[config.mk]
export PLATFORM = sky130hd
export DESIGN_NAME = cmdring_proc
export DESIGN_NICKNAME = d
export VERILOG_FILES = /design/src/rtl/cmdring_pkg.sv /design/src/rtl/cmdring_decode.sv /design/src/rtl/cmdring_ptr.sv /design/src/rtl/cmdring_track.sv /design/src/rtl/cmdring_proc.sv
export SDC_FILE = /design/constraint.sdc
export NUM_CORES = 1
export LEC_CHECK = 0
export CAP_MARGIN = 10
export CORE_AREA = 2 2 237 239
export CTS_BUF_LIST = sky130_fd_sc_hd__clkbuf_8 sky130_fd_sc_hd__clkbuf_16
export DETAILED_ROUTE_END_ITERATION = 12
export DIE_AREA = 0 0 239 241
export GPL_ROUTABILITY_DRIVEN = 0
export RECOVER_POWER = 100
export SYNTH_ARGS = -nofsm -noshare
export SYNTH_HDL_FRONTEND = slang
export SYNTH_SLANG_ARGS = --single-unit
[constraint.sdc]
create_clock -name clk -period 7.8 [get_ports clk]
set_input_delay 1.56 -clock clk [delete_from_list [all_inputs] [get_ports clk]]
set_output_delay 1.56 -clock clk [all_outputs]
set_load 0.1 [all_outputs]
[src/rtl/cmdring_pkg.sv]
package cmdring_pkg;

   localparam int CMD_W       = 128;
   localparam int N_INV       = 4;
   localparam int ENTRY_BYTES = 16;

   localparam logic [3:0] OP_INV_DEVCTX = 4'd1;
   localparam logic [3:0] OP_INV_DOMAIN = 4'd2;
   localparam logic [3:0] OP_INV_REMOTE = 4'd3;
   localparam logic [3:0] OP_INV_INTTAB = 4'd4;
   localparam logic [3:0] OP_BARRIER    = 4'd5;

   localparam logic [1:0] EVT_FETCH_ERR = 2'd1;
   localparam logic [1:0] EVT_BAD_OP    = 2'd2;

   typedef enum logic [2:0] {
      ST_IDLE,
      ST_FETCH,
      ST_EXEC,
      ST_ISSUE,
      ST_DRAIN,
      ST_STORE,
      ST_HALT
   } ring_st_e;

   typedef struct packed {
      logic       illegal;
      logic       is_inv;
      logic [1:0] port;
      logic       store;
      logic       notify;
   } cmd_dec_t;

endpackage

[src/rtl/cmdring_decode.sv]
module cmdring_decode
   import cmdring_pkg::*;
(
   input  logic [3:0] opcode,
   input  logic [1:0] flags,
   output cmd_dec_t   dec
);

   always_comb begin
      dec         = '0;
      dec.store   = flags[1];
      dec.notify  = flags[0];
      unique case (opcode)
         OP_INV_DEVCTX: begin dec.is_inv = 1'b1; dec.port = 2'd0; end
         OP_INV_DOMAIN: begin dec.is_inv = 1'b1; dec.port = 2'd1; end
         OP_INV_REMOTE: begin dec.is_inv = 1'b1; dec.port = 2'd2; end
         OP_INV_INTTAB: begin dec.is_inv = 1'b1; dec.port = 2'd3; end
         OP_BARRIER:    dec.is_inv = 1'b0;
         default:       dec.illegal = 1'b1;
      endcase
   end

endmodule

[src/rtl/cmdring_ptr.sv]
module cmdring_ptr
   import cmdring_pkg::*;
#(
   parameter int OFF_W = 16
)
(
   input  logic             clk,
   input  logic             rst_n,
   input  logic             adv,
   input  logic [OFF_W-1:0] ring_len,
   input  logic [OFF_W-1:0] tail_off,
   output logic [OFF_W-1:0] head_off,
   output logic             empty
);

   localparam logic [OFF_W:0] STEP = (OFF_W+1)'(ENTRY_BYTES);

   logic [OFF_W-1:0] head_q;
   logic [OFF_W:0]   sum_w;
   logic             wrap;

   assign sum_w = {1'b0, head_q} + STEP;
   assign wrap  = sum_w >= {1'b0, ring_len};

   always_ff @(posedge clk or negedge rst_n) begin
      if (!rst_n) begin
         head_q <= '0;
      end else if (adv) begin
         head_q <= wrap ? '0 : sum_w[OFF_W-1:0];
      end
   end

   assign head_off = head_q;
   assign empty    = head_q == tail_off;

endmodule

[src/rtl/cmdring_track.sv]
module cmdring_track #(
   parameter int N       = 4,
   parameter int MAX_OUT = 2
)
(
   input  logic         clk,
   input  logic         rst_n,
   input  logic [N-1:0] issue,
   input  logic [N-1:0] done,
   output logic [N-1:0] full,
   output logic         busy_any
);

   localparam int CNT_W = $clog2(MAX_OUT + 1);

   logic [N-1:0] busy;

   for (genvar i = 0; i < N; i++) begin : g_port
      if (MAX_OUT == 1) begin : g_flag
         logic pend_q;
         always_ff @(posedge clk or negedge rst_n) begin
            if (!rst_n) begin
               pend_q <= 1'b0;
            end else if (issue[i]) begin
               pend_q <= 1'b1;
            end else if (done[i]) begin
               pend_q <= 1'b0;
            end
         end
         assign full[i] = pend_q;
         assign busy[i] = pend_q;
      end else begin : g_cnt
         logic [CNT_W-1:0] cnt_q;
         always_ff @(posedge clk or negedge rst_n) begin
            if (!rst_n) begin
               cnt_q <= '0;
            end else begin
               unique case ({issue[i], done[i]})
                  2'b10:   cnt_q <= cnt_q + CNT_W'(1);
                  2'b01:   cnt_q <= cnt_q - CNT_W'(1);
                  default: cnt_q <= cnt_q;
               endcase
            end
         end
         assign full[i] = cnt_q == CNT_W'(MAX_OUT);
         assign busy[i] = cnt_q != '0;
      end
   end

   assign busy_any = |busy;

endmodule

[src/rtl/cmdring_proc.sv]
module cmdring_proc
   import cmdring_pkg::*;
#(
   parameter int ADDR_W  = 48,
   parameter int OFF_W   = 16,
   parameter int MAX_OUT = 2
)
(
   input  logic              clk,
   input  logic              rst_n,
   input  logic              cmd_en,
   input  logic [ADDR_W-1:0] ring_base,
   input  logic [OFF_W-1:0]  ring_len,
   input  logic [OFF_W-1:0]  tail_off,
   output logic [ADDR_W-1:0] head_ptr,
   output logic              rd_req,
   output logic [ADDR_W-1:0] rd_addr,
   input  logic              rd_valid,
   input  logic              rd_err,
   input  logic [127:0]      rd_data,
   output logic [3:0]        inv_req,
   input  logic [3:0]        inv_ack,
   input  logic [3:0]        inv_done,
   output logic [127:0]      inv_cmd,
   output logic              wr_req,
   output logic [ADDR_W-1:0] wr_addr,
   output logic [63:0]       wr_data,
   input  logic              wr_ack,
   output logic              comp_irq,
   output logic              evt_valid,
   output logic [1:0]        evt_code,
   output logic [ADDR_W-1:0] evt_addr,
   output logic              halted
);

   if (ADDR_W < 16 || ADDR_W > 56) begin : g_bad_addr_w
      $error("cmdring_proc: ADDR_W must lie in 16..56");
   end
   if (OFF_W < 5 || OFF_W > ADDR_W) begin : g_bad_off_w
      $error("cmdring_proc: OFF_W must lie in 5..ADDR_W");
   end
   if (MAX_OUT < 1) begin : g_bad_max_out
      $error("cmdring_proc: MAX_OUT must be at least 1");
   end

   ring_st_e          st_q, st_d;
   logic [CMD_W-1:0]  cmd_q;
   cmd_dec_t          dec;
   logic [OFF_W-1:0]  head_off;
   logic              ring_empty;
   logic              adv;
   logic [N_INV-1:0]  port_full;
   logic [N_INV-1:0]  port_sel;
   logic [N_INV-1:0]  issue;
   logic              busy_any;
   logic [ADDR_W-1:0] head_addr;
   logic              evt_set;
   logic [1:0]        evt_code_d;
   logic              irq_set;
   logic              evt_valid_q;
   logic [1:0]        evt_code_q;
   logic [ADDR_W-1:0] evt_addr_q;
   logic              irq_q;

   cmdring_decode u_dec (
      .opcode (cmd_q[63:60]),
      .flags  (cmd_q[57:56]),
      .dec    (dec)
   );

   cmdring_ptr #(.OFF_W(OFF_W)) u_ptr (
      .clk      (clk),
      .rst_n    (rst_n),
      .adv      (adv),
      .ring_len (ring_len),
      .tail_off (tail_off),
      .head_off (head_off),
      .empty    (ring_empty)
   );

   cmdring_track #(.N(N_INV), .MAX_OUT(MAX_OUT)) u_track (
      .clk      (clk),
      .rst_n    (rst_n),
      .issue    (issue),
      .done     (inv_done),
      .full     (port_full),
      .busy_any (busy_any)
   );

   assign head_addr = ring_base + ADDR_W'(head_off);
   assign port_sel  = N_INV'(1) << dec.port;
   assign issue     = inv_req & inv_ack;

   always_comb begin
      st_d       = st_q;
      adv        = 1'b0;
      evt_set    = 1'b0;
      evt_code_d = EVT_FETCH_ERR;
      irq_set    = 1'b0;
      unique case (st_q)
         ST_IDLE: begin
            if (cmd_en && !ring_empty) st_d = ST_FETCH;
         end
         ST_FETCH: begin
            if (rd_valid) begin
               if (rd_err) begin
                  evt_set    = 1'b1;
                  evt_code_d = EVT_FETCH_ERR;
                  st_d       = ST_HALT;
               end else begin
                  st_d = ST_EXEC;
               end
            end
         end
         ST_EXEC: begin
            if (dec.illegal) begin
               evt_set    = 1'b1;
               evt_code_d = EVT_BAD_OP;
               st_d       = ST_HALT;
            end else if (dec.is_inv) begin
               st_d = ST_ISSUE;
            end else begin
               st_d = ST_DRAIN;
            end
         end
         ST_ISSUE: begin
            if (|issue) begin
               adv  = 1'b1;
               st_d = ST_IDLE;
            end
         end
         ST_DRAIN: begin
            if (!busy_any) begin
               if (dec.store) begin
                  st_d = ST_STORE;
               end else begin
                  irq_set = dec.notify;
                  adv     = 1'b1;
                  st_d    = ST_IDLE;
               end
            end
         end
         ST_STORE: begin
            if (wr_ack) begin
               irq_set = dec.notify;
               adv     = 1'b1;
               st_d    = ST_IDLE;
            end
         end
         ST_HALT: begin
            if (!cmd_en) st_d = ST_IDLE;
         end
         default: st_d = ST_IDLE;
      endcase
   end

   always_ff @(posedge clk or negedge rst_n) begin
      if (!rst_n) begin
         st_q        <= ST_IDLE;
         cmd_q       <= '0;
         evt_valid_q <= 1'b0;
         evt_code_q  <= '0;
         evt_addr_q  <= '0;
         irq_q       <= 1'b0;
      end else begin
         st_q        <= st_d;
         evt_valid_q <= evt_set;
         irq_q       <= irq_set;
         if (evt_set) begin
            evt_code_q <= evt_code_d;
            evt_addr_q <= head_addr;
         end
         if (st_q == ST_FETCH && rd_valid) begin
            cmd_q <= rd_data;
         end
      end
   end

   assign head_ptr  = head_addr;
   assign rd_req    = st_q == ST_FETCH;
   assign rd_addr   = head_addr;
   assign inv_req   = (st_q == ST_ISSUE) ? (port_sel & ~port_full) : '0;
   assign inv_cmd   = cmd_q;
   assign wr_req    = st_q == ST_STORE;
   assign wr_addr   = {cmd_q[ADDR_W-1:3], 3'b000};
   assign wr_data   = cmd_q[127:64];
   assign comp_irq  = irq_q;
   assign evt_valid = evt_valid_q;
   assign evt_code  = evt_code_q;
   assign evt_addr  = evt_addr_q;
   assign halted    = st_q == ST_HALT;

endmodule

# Word-level counts from Yosys, hierarchy flattened
# Cells that the tools add are included.
# word_totals
ff_bits,207
in_bits,222
out_inout_bits,395
word_cells,107
# op_classes
add_sub_neg,10
magnitude_cmp,1
n_eq_ne,30
shifts,1
muxes,34
bitwise,3
n_reduce_logical,17
# ops
op,n
adder 48 x 16 -> 48 bit,1
two-way mux 3 bit,10
one-hot mux 3 bit (7 select lines),1
"adder 16 x 5 -> 17 bit, second input constant",1
>= comparator 17 x 16 -> 1 bit,1
== test 16 bit,1
"== test 2 bit, second input constant",8
two-way mux 16 bit,1
one-hot mux 2 bit (2 select lines),4
nonzero test 2 bit,8
OR reduction 4 bit,3
two-way mux 1 bit,11
"== test 3 bit, second input constant",3
"adder 2 x 1 -> 2 bit, second input constant",4
AND 4 bit,2
"== test 2 x 1 -> 1 bit, second input constant",4
"== test 4 x 2 -> 1 bit, second input constant",2
"== test 4 x 3 -> 1 bit, second input constant",2
"inequality test 2 bit, second input constant",4
"subtractor 2 x 1 -> 2 bit, second input constant",4
"== test 3 x 2 -> 1 bit, second input constant",2
one-hot mux 2 bit (3 select lines),1
AND reduction 6 bit,1
OR reduction 5 bit,1
12 further kinds,16

# Logic depth before layout (Yosys ltp)
# logic_depth
depth_word,9
depth_mapped,13
depth_no_buf,11

# Modules after synthesis
# Synthesis repeated with hierarchy kept, for this count alone.
# hier_totals
cells_unflattened,1059
area_unflattened_um2,11761.3
# modules_own_cells
mod,instances,cells_per_inst,area_each_um2,seq_area_each_um2
cmdring_proc,1,863,9979.6,4579.4
cmdring_ptr,1,146,1273.7,300.3
cmdring_track,1,39,432.9,200.2
cmdring_decode,1,11,75.1,0.0

# Least setup slack after synthesis
# No wires, ideal clock.
# synth_path
path_kind,in2out
start,in ring_base[10]
end,out rd_addr[24]
arrival_ps,5112
required_time_ps,6240
setup_slack_ps,1128
path_stages,9
n_path_buf,2
cell_sequence,ha_1 > clkbuf_2 > and4_1 > nand2_2 > o31a_1 > a21oi_1 > nand2_1 > xnor2_1 > buf_4
# synth_via
elab_chain_cells,1
# synth_rtl
item,line_no,text
from (decl),cmdring_proc.sv:12,"input logic [ADDR_W-1:0] ring_base,"
adder 48 x 16 -> 48 bit,cmdring_proc.sv:90,assign head_addr = ring_base + ADDR_W'(head_off);
to (decl),cmdring_proc.sv:17,"output logic [ADDR_W-1:0] rd_addr,"
# No other way between the ends.

# Worst setup path after layout
# layout_path
start,in ring_base[11]
end,out rd_addr[24]
# The elaborated chain is that of the path after synthesis.

==> results summary <==
The flow ran to the end, but the final reports show violations. The checks that failed: max-capacitance violations, max-slew violations. The cts-stage hold buffer count came out at 0. The smallest clock period supported by the final layout is computed as 6.985 ns.

The signal on the critical path passes through clkdlybuf4s50_1, ha_1, and4_1, nand2_2, o31a_1, a21oi_1, nand2_1, xnor2_1, clkbuf_1. The netlist area before placement is between 10000 and 15000 um2. The proportion of layout cells with a drive suffix above 1 is 14.94%. The number of enable-type register cells in the synthesized netlist is 0. The count of buffers added on input and output ports is 613. The cell count after synthesis came out at 1085. The placement row count came out at 86. The area taken by flip-flops and latches is 5080 um2. Following the worst setup path forward leads to its endpoint at rd_addr[24]. The vertical die dimension came out at 241 um.

The routed layout has around 9800 vias. For the worst setup path, the data required time is approximately 6.2 ns. The root buffer selected by CTS is clkbuf_16. The number of antenna violations at the first check in global routing came out at 1.

The number of buffers added by the clock tree synthesis step is 26. The final layout contains 1785 nets. Setup repair after global routing left no endpoint under its margin. The count of endpoints failing hold in the final timing report is 0. The multi-input combinational cells in the finished layout cover a total of 4847 um2. The via density per instance is 4.331. The setup TNS after final layout came out at 0 ns. The share of synthesized registers carrying an async set or reset is 100.0%. Entering global routing, the biggest net connects 135 pins. The clock drives 203 sinks. The data arrival time of the critical path is ~5.4 ns.

The die outline area is 57600 um2. The count of buffers added by post-CTS timing repair for setup is 0. The peak fanout along the critical path is 7. The area added between synthesis and finish came out at 54.17%. The first detailed-routing pass ran for 7 iterations.

The synthesized area per cell came out at 10.53 um2. The clock transition at the registers of the reported paths came out at about 0.060 ns. The start of the worst register-to-register path is st_q[2]. The destination of the worst register-to-register timing path is evt_addr[37]. Fill cells in the final layout number 5544. The wire length per cell after detailed routing came out at 19.74 um.

The fmax came out at 0.1432 GHz. The leading register cell type out of synthesis is dfrtp_1. The global-route met3 utilization is under 10%.

The number of cells on the critical path is 9. TritonCTS built the clock tree. The number of buffers and inverters on the critical path is 2. The worst max-slew margin expressed relative to the limit came out at -191.3%.

The wire length of the first global-routing pass is approximately 63 mm. After detailed routing, the number of remaining DRC violations is 0. The number of distinct library cells after synthesis is 68.

The total count of max-transition violations in the final report came out at 228. Max-cap violations in this run came to 5. The routed design has 44.57 mm of wire.

The worst setup path is of the in2out kind. The overflow left after global routing is 0. The setup slack on the worst flop-to-flop path is 2.23 ns. The slowest stage cell on the critical path is clkbuf_1. The critical path starts at ring_base[11]. The maximum single-stage delay on the critical path came out at between 0.9 and 1 ns. At the pin with the least slew margin, the transition time is 4.369 ns. The number of storage elements in the synthesis netlist came out at roughly 200. Setup violations remaining at the end of the flow were counted as 0. The number of gates resized after CTS came out at 0. The synthesis warning total is 0. The fraction of the yosys area taken by sequential cells is 44.45%.

The core region is 54880 um2. The fraction of met1 tracks used by global routing is 18.02%. The number of levels in the clock H-tree is 1.

The kind of cell with the highest combined delay on the critical path is buffers and inverters. Counting along the longest clock path gives a buffer depth of 3. The final critical-path share of the clock period is around 90%. The met2 capacity usage during global routing is about 25%. Once the floorplan was initialized, standard cells occupied 20.82% of the core. The die outline width came out at 239 um.

The clock skew after layout is approximately 0.010 ns. about 620 I/O pins were placed. The number of antenna-violating nets in the routed design came out at 0. Across every metal layer, demand over resource in global routing totals approximately 14%.

The worst setup path is captured at an output pin. The via count of the first global-routing pass is 9499. The worst hold path belongs to the class reg2reg. The worst register-to-register path has a depth of 7. The final HPWL from detailed placement is about 36 mm. met2 is the most crowded layer. The worst setup path is launched from an input port. The final hold slack came out at 0.4634 ns. The number of DRC markers in iteration 0 is 563. Clock latency on the worst-skew pair, taken at its later pin, is 0.56 ns.
## synthesized netlist by cell type (7+ instances only)
master / n / share of area, %
buf_4: 161 / 11
dfrtp_1: 203 / 44
a21oi_1: 24 / 1.1
nor2_1: 47 / 1.5
nor3_1: 12 / 0.53
nand3_1: 20 / 0.88
o21ai_0: 29 / 1.3
buf_2: 8 / 0.35
inv_1: 32 / 1.1
or3_1: 22 / 1.2
o31ai_1: 11 / 0.72
xor2_1: 19 / 1.5
a21o_1: 9 / 0.59
o22ai_1: 9 / 0.49
ha_1: 30 / 3.3
nand4_1: 12 / 0.66
nand2_1: 93 / 3.1
or4_1: 7 / 0.46
mux2_2: 146 / 14
and3_1: 9 / 0.49
and2_1: 7 / 0.38
a31oi_1: 26 / 1.4
xnor2_1: 35 / 2.7
clkbuf_1: 28 / 0.92
## placed cells by master (no fill, tap or decap), types with 6 or more instances in the layout
cell type        count
and2_1               6
clkbuf_1            51
nand2_1             93
nand2b_1             6
o21ai_0             29
dlygate4sd3_1      325
nor3_1              12
a31oi_1             26
o31ai_1             11
buf_4               16
nand4_1             12
xnor2_1             35
dfrtp_1            203
xor2_1              19
clkbuf_2             9
clkbuf_16           26
nor2_1              48
or4_1                7
a21o_1               9
ha_1                30
nand3_1             20
or3_1               22
clkinv_2            10
inv_1               36
o22ai_1              9
a21oi_1             24
and3_1               9
clkdlybuf4s50_1    216
mux2_2             146
and4_1               6
nor2b_1              6
## per-layer routing
layer	part of all wire, %	up-vias
met4	3.0	0
met2	49	404
li1	-	4547
met3	6.6	58
met1	41	4771
met5	0	-
## state kept, by name (all words and copies together), names as in the netlist
register	cells
u_track.g_port.g_cnt.cnt_q	8
evt_code	2
evt_addr	48
u_ptr.head_off	12
st_q	3
evt_valid	1
inv_cmd	128
comp_irq	1
## stage by stage
step,utilization [%],area (um2),std cells,setup WS (ns)
global placement,30.91,16960,2209,1.244
finish,32.10,17620,2258,0.8150
global route,32.10,17610,2257,0.5842
CTS,32.53,17850,2257,1.231
detailed placement,30.91,16960,2209,1.225
floorplan,-,11440,1088,1.128
## cell type report
type | count | area share (%)
clock inverter | 20 | 1.207
tap | 704 | 5.000
multi-input combinational | 651 | 27.51
timing repair buffer | 618 | 32.88
clock buffer | 28 | 3.849
antenna | 1 | 0.01420
inverter | 33 | 0.7031
sequential | 203 | 28.84
## tightest hold or removal path: stages (launching register included)
cell and delay, ns:
dfrtp_1 0.34, nand2_1 0.05, nand2_1 0.05
## kinds of logic after synthesis
family          Yosys count  share of synthesized area (%)
flops                   203                          44.45
mux                     147                          14.48
other cells               1                        0.03282
buf+inv                 234                          13.20
xor+xnor                 54                          4.139
fa+ha+maj                30                          3.285
compound gates          144                          8.376
simple gates            272                          12.03
## worst min-delay path by stage
stage                                                  end  cells past startpoint                              from  slack, ns
final                                          evt_addr[1]                      2                       evt_addr[1]       0.46
after global routing                           evt_addr[6]                      2                       evt_addr[6]       0.49
after CTS                                      evt_addr[1]                      2                       evt_addr[1]       0.47
after detailed placement                       evt_addr[1]                      2                       evt_addr[1]       0.46
after global placement                         evt_addr[1]                      2                       evt_addr[1]       0.45
after floorplan           u_track.g_port[1].g_cnt.cnt_q[1]                      1  u_track.g_port[1].g_cnt.cnt_q[1]       0.45
Power is not shown: default switching activity piles up to over one toggle a cycle in this logic, so the estimate is an artifact.
